<file path="config.mk">
export PLATFORM = sky130hd
export DESIGN_NAME = dbuf_cmp_timer
export DESIGN_NICKNAME = d
export VERILOG_FILES = /design/src/rtl/tmr_pkg.sv /design/src/rtl/tmr_ctrl_reg.sv /design/src/rtl/tmr_cmp_slot.sv /design/src/rtl/tmr_count_unit.sv /design/src/rtl/tmr_capture_unit.sv /design/src/rtl/tmr_event_out.sv /design/src/rtl/dbuf_cmp_timer.sv
export SDC_FILE = /design/constraint.sdc
export NUM_CORES = 1
export LEC_CHECK = 0
export ABC_CLOCK_PERIOD_IN_PS = 3000
export BUFFER_PORTS_ARGS = -buffer_cell sky130_fd_sc_hd__buf_2
export CORE_MARGIN = 2
export CORE_UTILIZATION = 60
export DETAILED_ROUTE_END_ITERATION = 16
export PLACE_DENSITY = 0.85
export SLEW_MARGIN = 20
export SYNTH_ARGS = -nofsm -noshare
export SYNTH_HDL_FRONTEND = slang
export SYNTH_HIERARCHICAL = 1
export SYNTH_SLANG_ARGS = --single-unit
</file>
<file path="constraint.sdc">
create_clock -name clk -period 3 [get_ports clk]
set_input_delay 0.3 -clock clk [delete_from_list [all_inputs] [get_ports clk]]
set_output_delay 0.3 -clock clk [all_outputs]
set_load 0.01 [all_outputs]
</file>
<file path="src/rtl/tmr_pkg.sv">
`timescale 1ns/1ps
package tmr_pkg;
  localparam int unsigned BUS_W   = 16;
  localparam int unsigned ADDR_W  = 3;
  localparam int unsigned NUM_CMP = 2;

  localparam logic [ADDR_W-1:0] A_CTRL  = 3'd0;
  localparam logic [ADDR_W-1:0] A_CMP0  = 3'd1;
  localparam logic [ADDR_W-1:0] A_CAP0  = 3'd3;
  localparam logic [ADDR_W-1:0] A_CAP1  = 3'd4;
  localparam logic [ADDR_W-1:0] A_COUNT = 3'd5;

  localparam int unsigned B_RUN   = 0;
  localparam int unsigned B_DBUF  = 1;
  localparam int unsigned B_CLR   = 2;
  localparam int unsigned B_SWCAP = 3;
  localparam int unsigned B_RISE  = 4;
  localparam int unsigned B_FALL  = 5;

  typedef enum logic [1:0] {
    BE_NONE = 2'b00,
    BE_LO   = 2'b01,
    BE_HI   = 2'b10,
    BE_FULL = 2'b11
  } be_e;

  typedef struct packed {
    logic fall_en;
    logic rise_en;
    logic clr_en;
    logic dbuf_en;
    logic run;
  } ctrl_t;

  function automatic logic [BUS_W-1:0] ctrl_image(input ctrl_t c);
    return {10'd0, c.fall_en, c.rise_en, 1'b1, c.clr_en, c.dbuf_en, c.run};
  endfunction

  function automatic ctrl_t ctrl_decode(input logic [BUS_W-1:0] d);
    return '{fall_en: d[B_FALL], rise_en: d[B_RISE], clr_en: d[B_CLR],
             dbuf_en: d[B_DBUF], run: d[B_RUN]};
  endfunction

  function automatic logic [BUS_W-1:0] join_bytes(input logic [7:0] hi, input logic [7:0] lo);
    return {hi, lo};
  endfunction

  function automatic logic sw_capture_fire(input logic wr, input logic [BUS_W-1:0] d,
                                           input logic run_now);
    return wr & ~d[B_SWCAP] & run_now;
  endfunction
endpackage

</file>
<file path="src/rtl/tmr_ctrl_reg.sv">
`timescale 1ns/1ps
module tmr_ctrl_reg
  import tmr_pkg::*;
(
  input  logic             clk,
  input  logic             rst_n,
  input  logic             ctrl_wr,
  input  logic [BUS_W-1:0] wdata,
  output ctrl_t            ctrl,
  output logic             sw_fire
);
  always_ff @(posedge clk or negedge rst_n) begin
    if (!rst_n)       ctrl <= '0;
    else if (ctrl_wr) ctrl <= ctrl_decode(wdata);
  end

  // capture is judged against the run bit held before this write
  assign sw_fire = sw_capture_fire(ctrl_wr, wdata, ctrl.run);
endmodule

</file>
<file path="src/rtl/tmr_cmp_slot.sv">
`timescale 1ns/1ps
module tmr_cmp_slot
  import tmr_pkg::*;
#(
  parameter int unsigned CNT_W = 16
) (
  input  logic             clk,
  input  logic             rst_n,
  input  logic             sel,
  input  be_e              be,
  input  logic [BUS_W-1:0] wdata,
  input  logic             dbuf_en,
  input  logic             xfer,
  output logic [CNT_W-1:0] active
);
  logic [7:0]       stage_q;
  logic [CNT_W-1:0] shadow_q;
  logic             commit;
  logic [BUS_W-1:0] word;

  assign commit = sel && (be == BE_FULL || be == BE_HI);
  assign word   = (be == BE_FULL) ? wdata : join_bytes(wdata[15:8], stage_q);

  always_ff @(posedge clk or negedge rst_n) begin
    if (!rst_n) begin
      stage_q  <= '0;
      shadow_q <= '0;
      active   <= '0;
    end else begin
      if (sel && be == BE_LO) stage_q <= wdata[7:0];
      if (commit) shadow_q <= word[CNT_W-1:0];
      if (commit && !dbuf_en) active <= word[CNT_W-1:0];
      else if (xfer)          active <= shadow_q;
    end
  end
endmodule

</file>
<file path="src/rtl/tmr_count_unit.sv">
`timescale 1ns/1ps
module tmr_count_unit #(
  parameter int unsigned CNT_W = 16
) (
  input  logic             clk,
  input  logic             rst_n,
  input  logic             run,
  input  logic             tick,
  input  logic             clr_en,
  input  logic [CNT_W-1:0] cmp0,
  input  logic [CNT_W-1:0] cmp1,
  output logic [CNT_W-1:0] cnt,
  output logic             step,
  output logic             hit0,
  output logic             hit1
);
  function automatic logic [CNT_W-1:0] next_count(input logic [CNT_W-1:0] c,
                                                  input logic wrap_now);
    return wrap_now ? '0 : c + CNT_W'(1);
  endfunction

  assign step = run & tick;
  assign hit0 = step && (cnt == cmp0);
  assign hit1 = step && (cnt == cmp1);

  always_ff @(posedge clk or negedge rst_n) begin
    if (!rst_n)    cnt <= '0;
    else if (step) cnt <= next_count(cnt, clr_en && hit1);
  end
endmodule

</file>
<file path="src/rtl/tmr_capture_unit.sv">
`timescale 1ns/1ps
module tmr_capture_unit #(
  parameter int unsigned CNT_W = 16
) (
  input  logic             clk,
  input  logic             rst_n,
  input  logic             strobe,
  input  logic             rise_en,
  input  logic             fall_en,
  input  logic             sw_fire,
  input  logic [CNT_W-1:0] cnt,
  output logic [CNT_W-1:0] cap0,
  output logic [CNT_W-1:0] cap1,
  output logic             rise_evt,
  output logic             fall_evt
);
  logic prev_q;

  assign rise_evt = strobe & ~prev_q;
  assign fall_evt = ~strobe & prev_q;

  always_ff @(posedge clk or negedge rst_n) begin
    if (!rst_n) begin
      prev_q <= 1'b0;
      cap0   <= '0;
      cap1   <= '0;
    end else begin
      prev_q <= strobe;
      if (sw_fire || (rise_evt && rise_en)) cap0 <= cnt;
      if (fall_evt && fall_en)              cap1 <= cnt;
    end
  end
endmodule

</file>
<file path="src/rtl/tmr_event_out.sv">
`timescale 1ns/1ps
module tmr_event_out (
  input  logic clk,
  input  logic rst_n,
  input  logic hit0,
  input  logic hit1,
  output logic irq0,
  output logic irq1,
  output logic ppg
);
  always_ff @(posedge clk or negedge rst_n) begin
    if (!rst_n) begin
      irq0 <= 1'b0;
      irq1 <= 1'b0;
      ppg  <= 1'b0;
    end else begin
      irq0 <= hit0;
      irq1 <= hit1;
      if (hit1)      ppg <= 1'b0;
      else if (hit0) ppg <= 1'b1;
    end
  end
endmodule

</file>
<file path="src/rtl/dbuf_cmp_timer.sv">
`timescale 1ns/1ps
module dbuf_cmp_timer
  import tmr_pkg::*;
#(
  parameter int unsigned CNT_W = 16
) (
  input  logic              clk,
  input  logic              rst_n,
  input  logic              bus_we,
  input  logic [ADDR_W-1:0] bus_addr,
  input  logic [1:0]        bus_be,
  input  logic [BUS_W-1:0]  bus_wdata,
  input  logic [ADDR_W-1:0] bus_raddr,
  output logic [BUS_W-1:0]  bus_rdata,
  input  logic              tick,
  input  logic              cap_strobe,
  output logic              irq_cmp0,
  output logic              irq_cmp1,
  output logic              ppg_out
);
  ctrl_t            ctrl;
  logic             ctrl_wr;
  logic             sw_fire;
  logic [CNT_W-1:0] cmp_act [NUM_CMP];
  logic [CNT_W-1:0] cnt;
  logic             step, hit0, hit1;
  logic             xfer;
  logic [CNT_W-1:0] cap0, cap1;
  logic             rise_evt, fall_evt;

  assign ctrl_wr = bus_we && bus_addr == A_CTRL && bus_be[0];
  assign xfer    = hit1 && ctrl.dbuf_en;

  tmr_ctrl_reg u_ctrl (
    .clk(clk), .rst_n(rst_n), .ctrl_wr(ctrl_wr), .wdata(bus_wdata),
    .ctrl(ctrl), .sw_fire(sw_fire)
  );

  for (genvar g = 0; g < NUM_CMP; g++) begin : g_slot
    tmr_cmp_slot #(.CNT_W(CNT_W)) u_slot (
      .clk(clk), .rst_n(rst_n),
      .sel(bus_we && bus_addr == A_CMP0 + ADDR_W'(g)),
      .be(be_e'(bus_be)), .wdata(bus_wdata),
      .dbuf_en(ctrl.dbuf_en), .xfer(xfer), .active(cmp_act[g])
    );
  end

  tmr_count_unit #(.CNT_W(CNT_W)) u_count (
    .clk(clk), .rst_n(rst_n), .run(ctrl.run), .tick(tick), .clr_en(ctrl.clr_en),
    .cmp0(cmp_act[0]), .cmp1(cmp_act[1]), .cnt(cnt), .step(step),
    .hit0(hit0), .hit1(hit1)
  );

  tmr_capture_unit #(.CNT_W(CNT_W)) u_capture (
    .clk(clk), .rst_n(rst_n), .strobe(cap_strobe), .rise_en(ctrl.rise_en),
    .fall_en(ctrl.fall_en), .sw_fire(sw_fire), .cnt(cnt), .cap0(cap0), .cap1(cap1),
    .rise_evt(rise_evt), .fall_evt(fall_evt)
  );

  tmr_event_out u_events (
    .clk(clk), .rst_n(rst_n), .hit0(hit0), .hit1(hit1),
    .irq0(irq_cmp0), .irq1(irq_cmp1), .ppg(ppg_out)
  );

  always_comb begin
    case (bus_raddr)
      A_CTRL:           bus_rdata = ctrl_image(ctrl);
      A_CMP0:           bus_rdata = BUS_W'(cmp_act[0]);
      A_CMP0 + 3'd1:    bus_rdata = BUS_W'(cmp_act[1]);
      A_CAP0:           bus_rdata = BUS_W'(cap0);
      A_CAP1:           bus_rdata = BUS_W'(cap1);
      A_COUNT:          bus_rdata = BUS_W'(cnt);
      default:          bus_rdata = '0;
    endcase
  end
endmodule

</file>
==> flow_metrics.tcl <==
set metrics [dict create \
    first_global_vias 5468 \
    ant_nets 0 \
    via_count 5411 \
    fp.dieH_um 115.2 \
    path_clk_slew_ns 0.06 \
    core_sq_mm 0.01206 \
    p_leak_uw 0.003963 \
    first_pass_iters 5 \
    clockBufferDepth 2 \
    grt-ovfl-total 0 \
    finalSetupViolCount 0 \
    max-slew-margin-rel_pct 33.60 \
    gp_congestion 0.9309 \
    fmax_mhz 369.8 \
    vdd_drop_max_mv 0.4915 \
    antenna_found_initial 0 \
    clk_latency_ns 0.43 \
    power.total_uw 5931 \
    cp_max_fo 17 \
    drt_iter0_markers 494 \
    chipWidth_um 115.2 \
    holdWs_ns 0.1569 \
    wl_per_cell_um 22.00 \
    fin_skew_ns 0.006538 \
    ys_warn_count 6 \
    startpoint_type "flop" \
    antenna_cells 0 \
    place_hpwl_um 12470 \
    cts_buffers 17 \
    slew_violations 0 \
    wl_met3_um 1293 \
    fp.dieArea_sq_mm 0.01328 \
    timing.max_cap.violations 0 \
    finalSetupTns_ns 0 \
    worst_setup_path_end_kind "flop" \
    rsz0062_at_grt "false" \
    grt_max_degree 77 \
    place_area_sq_mm 0.007761 \
    layout-drive-gt1-share_pct 31.49 \
    synthesis.area_sq_mm 0.007425 \
    timing.final.crit_period_ns 2.704 \
    required_ns 3.32 \
    tritoncts "yes" \
    synthCells 629 \
    tightest_slew_ns 0.9868 \
    routed_wl_um 18850 \
    postCtsSetupBuffers 0 \
    synth.net_count 659 \
    fin_area_sq_mm 0.008393 \
    htreeDepth 4 \
    period_share_pct 90.15 \
    io_pins 48 \
    wl_met1_um 8144 \
    met2WireLength_um 8899 \
    syn-mean-instance-area_sq_um 11.80 \
    cts_sinks 137 \
    crit_type "flop to flop" \
    portBuffers 47 \
    cts_root_buf "clkbuf_16" \
    status "finished, final reports clean" \
    route.detailed.drc 0 \
    via_per_inst 6.314 \
    top_layer_used "met4" \
    grt_pass1_wl_um 30110 \
    hold_violations 0 \
    start_util_pct 61.56 \
    track_usage_pct 30.29 \
    cp_data_arrival_time_ns 3.02 \
    area_growth_pct 13.04 \
    nNetsFinal 706 \
    hp-class "primary input to flop" \
    p_per_area_mw_per_mm2 706.6 \
    rows 40 \
]
==> layout by cell type (no fill, tap or decap), types with 5 or more instances in the layout <==
cell,instances
a21oi_1,44
o211ai_1,16
a221oi_1,8
xor2_1,30
inv_6,6
buf_2,46
nand3_1,7
nand2_1,39
buf_4,22
nor2b_1,5
dfrtp_1,137
o21ai_0,5
nand4b_1,16
mux2_1,7
nor4_1,5
nand2b_1,19
nor2_1,21
mux2_4,20
mux2_2,78
clkbuf_16,17
xnor2_1,12
mux2i_1,57
inv_1,6
==> layer usage <==
layer,up-vias,global-route usage [%]
met2,284,46.04
met4,0,12.61
met3,50,6.906
met5,-,0
li1,2357,-
met1,2720,42.29
==> through the flow <==
| stage | std cells | worst slack (ns) | utilization, % |
|---|---|---|---|
| final | 857 | 0.2956 | 69.59 |
| after CTS | 857 | 0.3005 | 69.59 |
| after floorplan | 629 | 0.4686 | - |
| after global placement | 824 | 0.4586 | 64.35 |
| after detailed placement | 824 | 0.3316 | 64.35 |
| after global routing | 857 | 0.1665 | 69.59 |
==> sequential cells by signal, indices dropped and copies added, names as in the netlist <==
register,count
g_slot.u_slot/active,32
g_slot.u_slot/shadow_q,32
g_slot.u_slot/stage_q,16
u_capture/cap0,16
u_capture/cap1,16
u_capture/prev_q,1
u_count/cnt,16
u_ctrl/ctrl,5
u_events/irq0,1
u_events/irq1,1
u_events/ppg,1
==> repair_timing <==
action,in CTS,in global routing
endpoints found under the hold margin,75,0
gates resized for setup,0,0
hold buffers,1,0
==> area by class of cell <==
type | count | area, sq um
Clock buffer | 18 | 439.2
Clock inverter | 14 | 182.7
Fill cell | 809 | 3669
Inverter | 8 | 31.28
Multi-Input combinational cell | 441 | 3665
Sequential cell | 137 | 3428
Tap cell | 168 | 210.2
Timing Repair Buffer | 71 | 436.7
==> critical path, stage by stage, from the launching register on <==
cell and delay, ns:
dfrtp_1 0.43, nand2_2 0.14, clkinv_2 0.08, o21ai_0 0.08, or4_4 0.57, nor2_1 0.20
and2_1 0.17, buf_4 0.27, mux2_2 0.38, mux2_2 0.27
==> path summary, 6_finish.rpt <==
| path | from | end | slack, ns | cells past startpoint |
|---|---|---|---|---|
| setup reg to reg | u_ctrl/ctrl[0] | g_slot[0].u_slot/active[11] | 0.30 | 9 |
| min in group asynchronous | rst_n | u_capture/cap0[2] | 0.47 | 2 |
| setup / recovery | u_ctrl/ctrl[0] | g_slot[0].u_slot/active[11] | 0.30 | 9 |
| hold / removal | bus_wdata[13] | g_slot[0].u_slot/shadow_q[13] | 0.16 | 2 |
| max in group asynchronous | rst_n | u_events/irq1 | 1.72 | 3 |
| hold reg to reg | g_slot[0].u_slot/stage_q[6] | g_slot[0].u_slot/stage_q[6] | 0.51 | 1 |
==> where the power goes <==
part / internal [uW] / leakage (uW) / total, uW / switching (uW)
clock network: 1350 / 0.000301 / 2220 / 869
logic: 580 / 0.00190 / 1180 / 596
registers: 2200 / 0.00176 / 2540 / 338
total: 4130 / 0.00396 / 5930 / 1800
No activity file was read; power rests on OpenSTA's default activity.
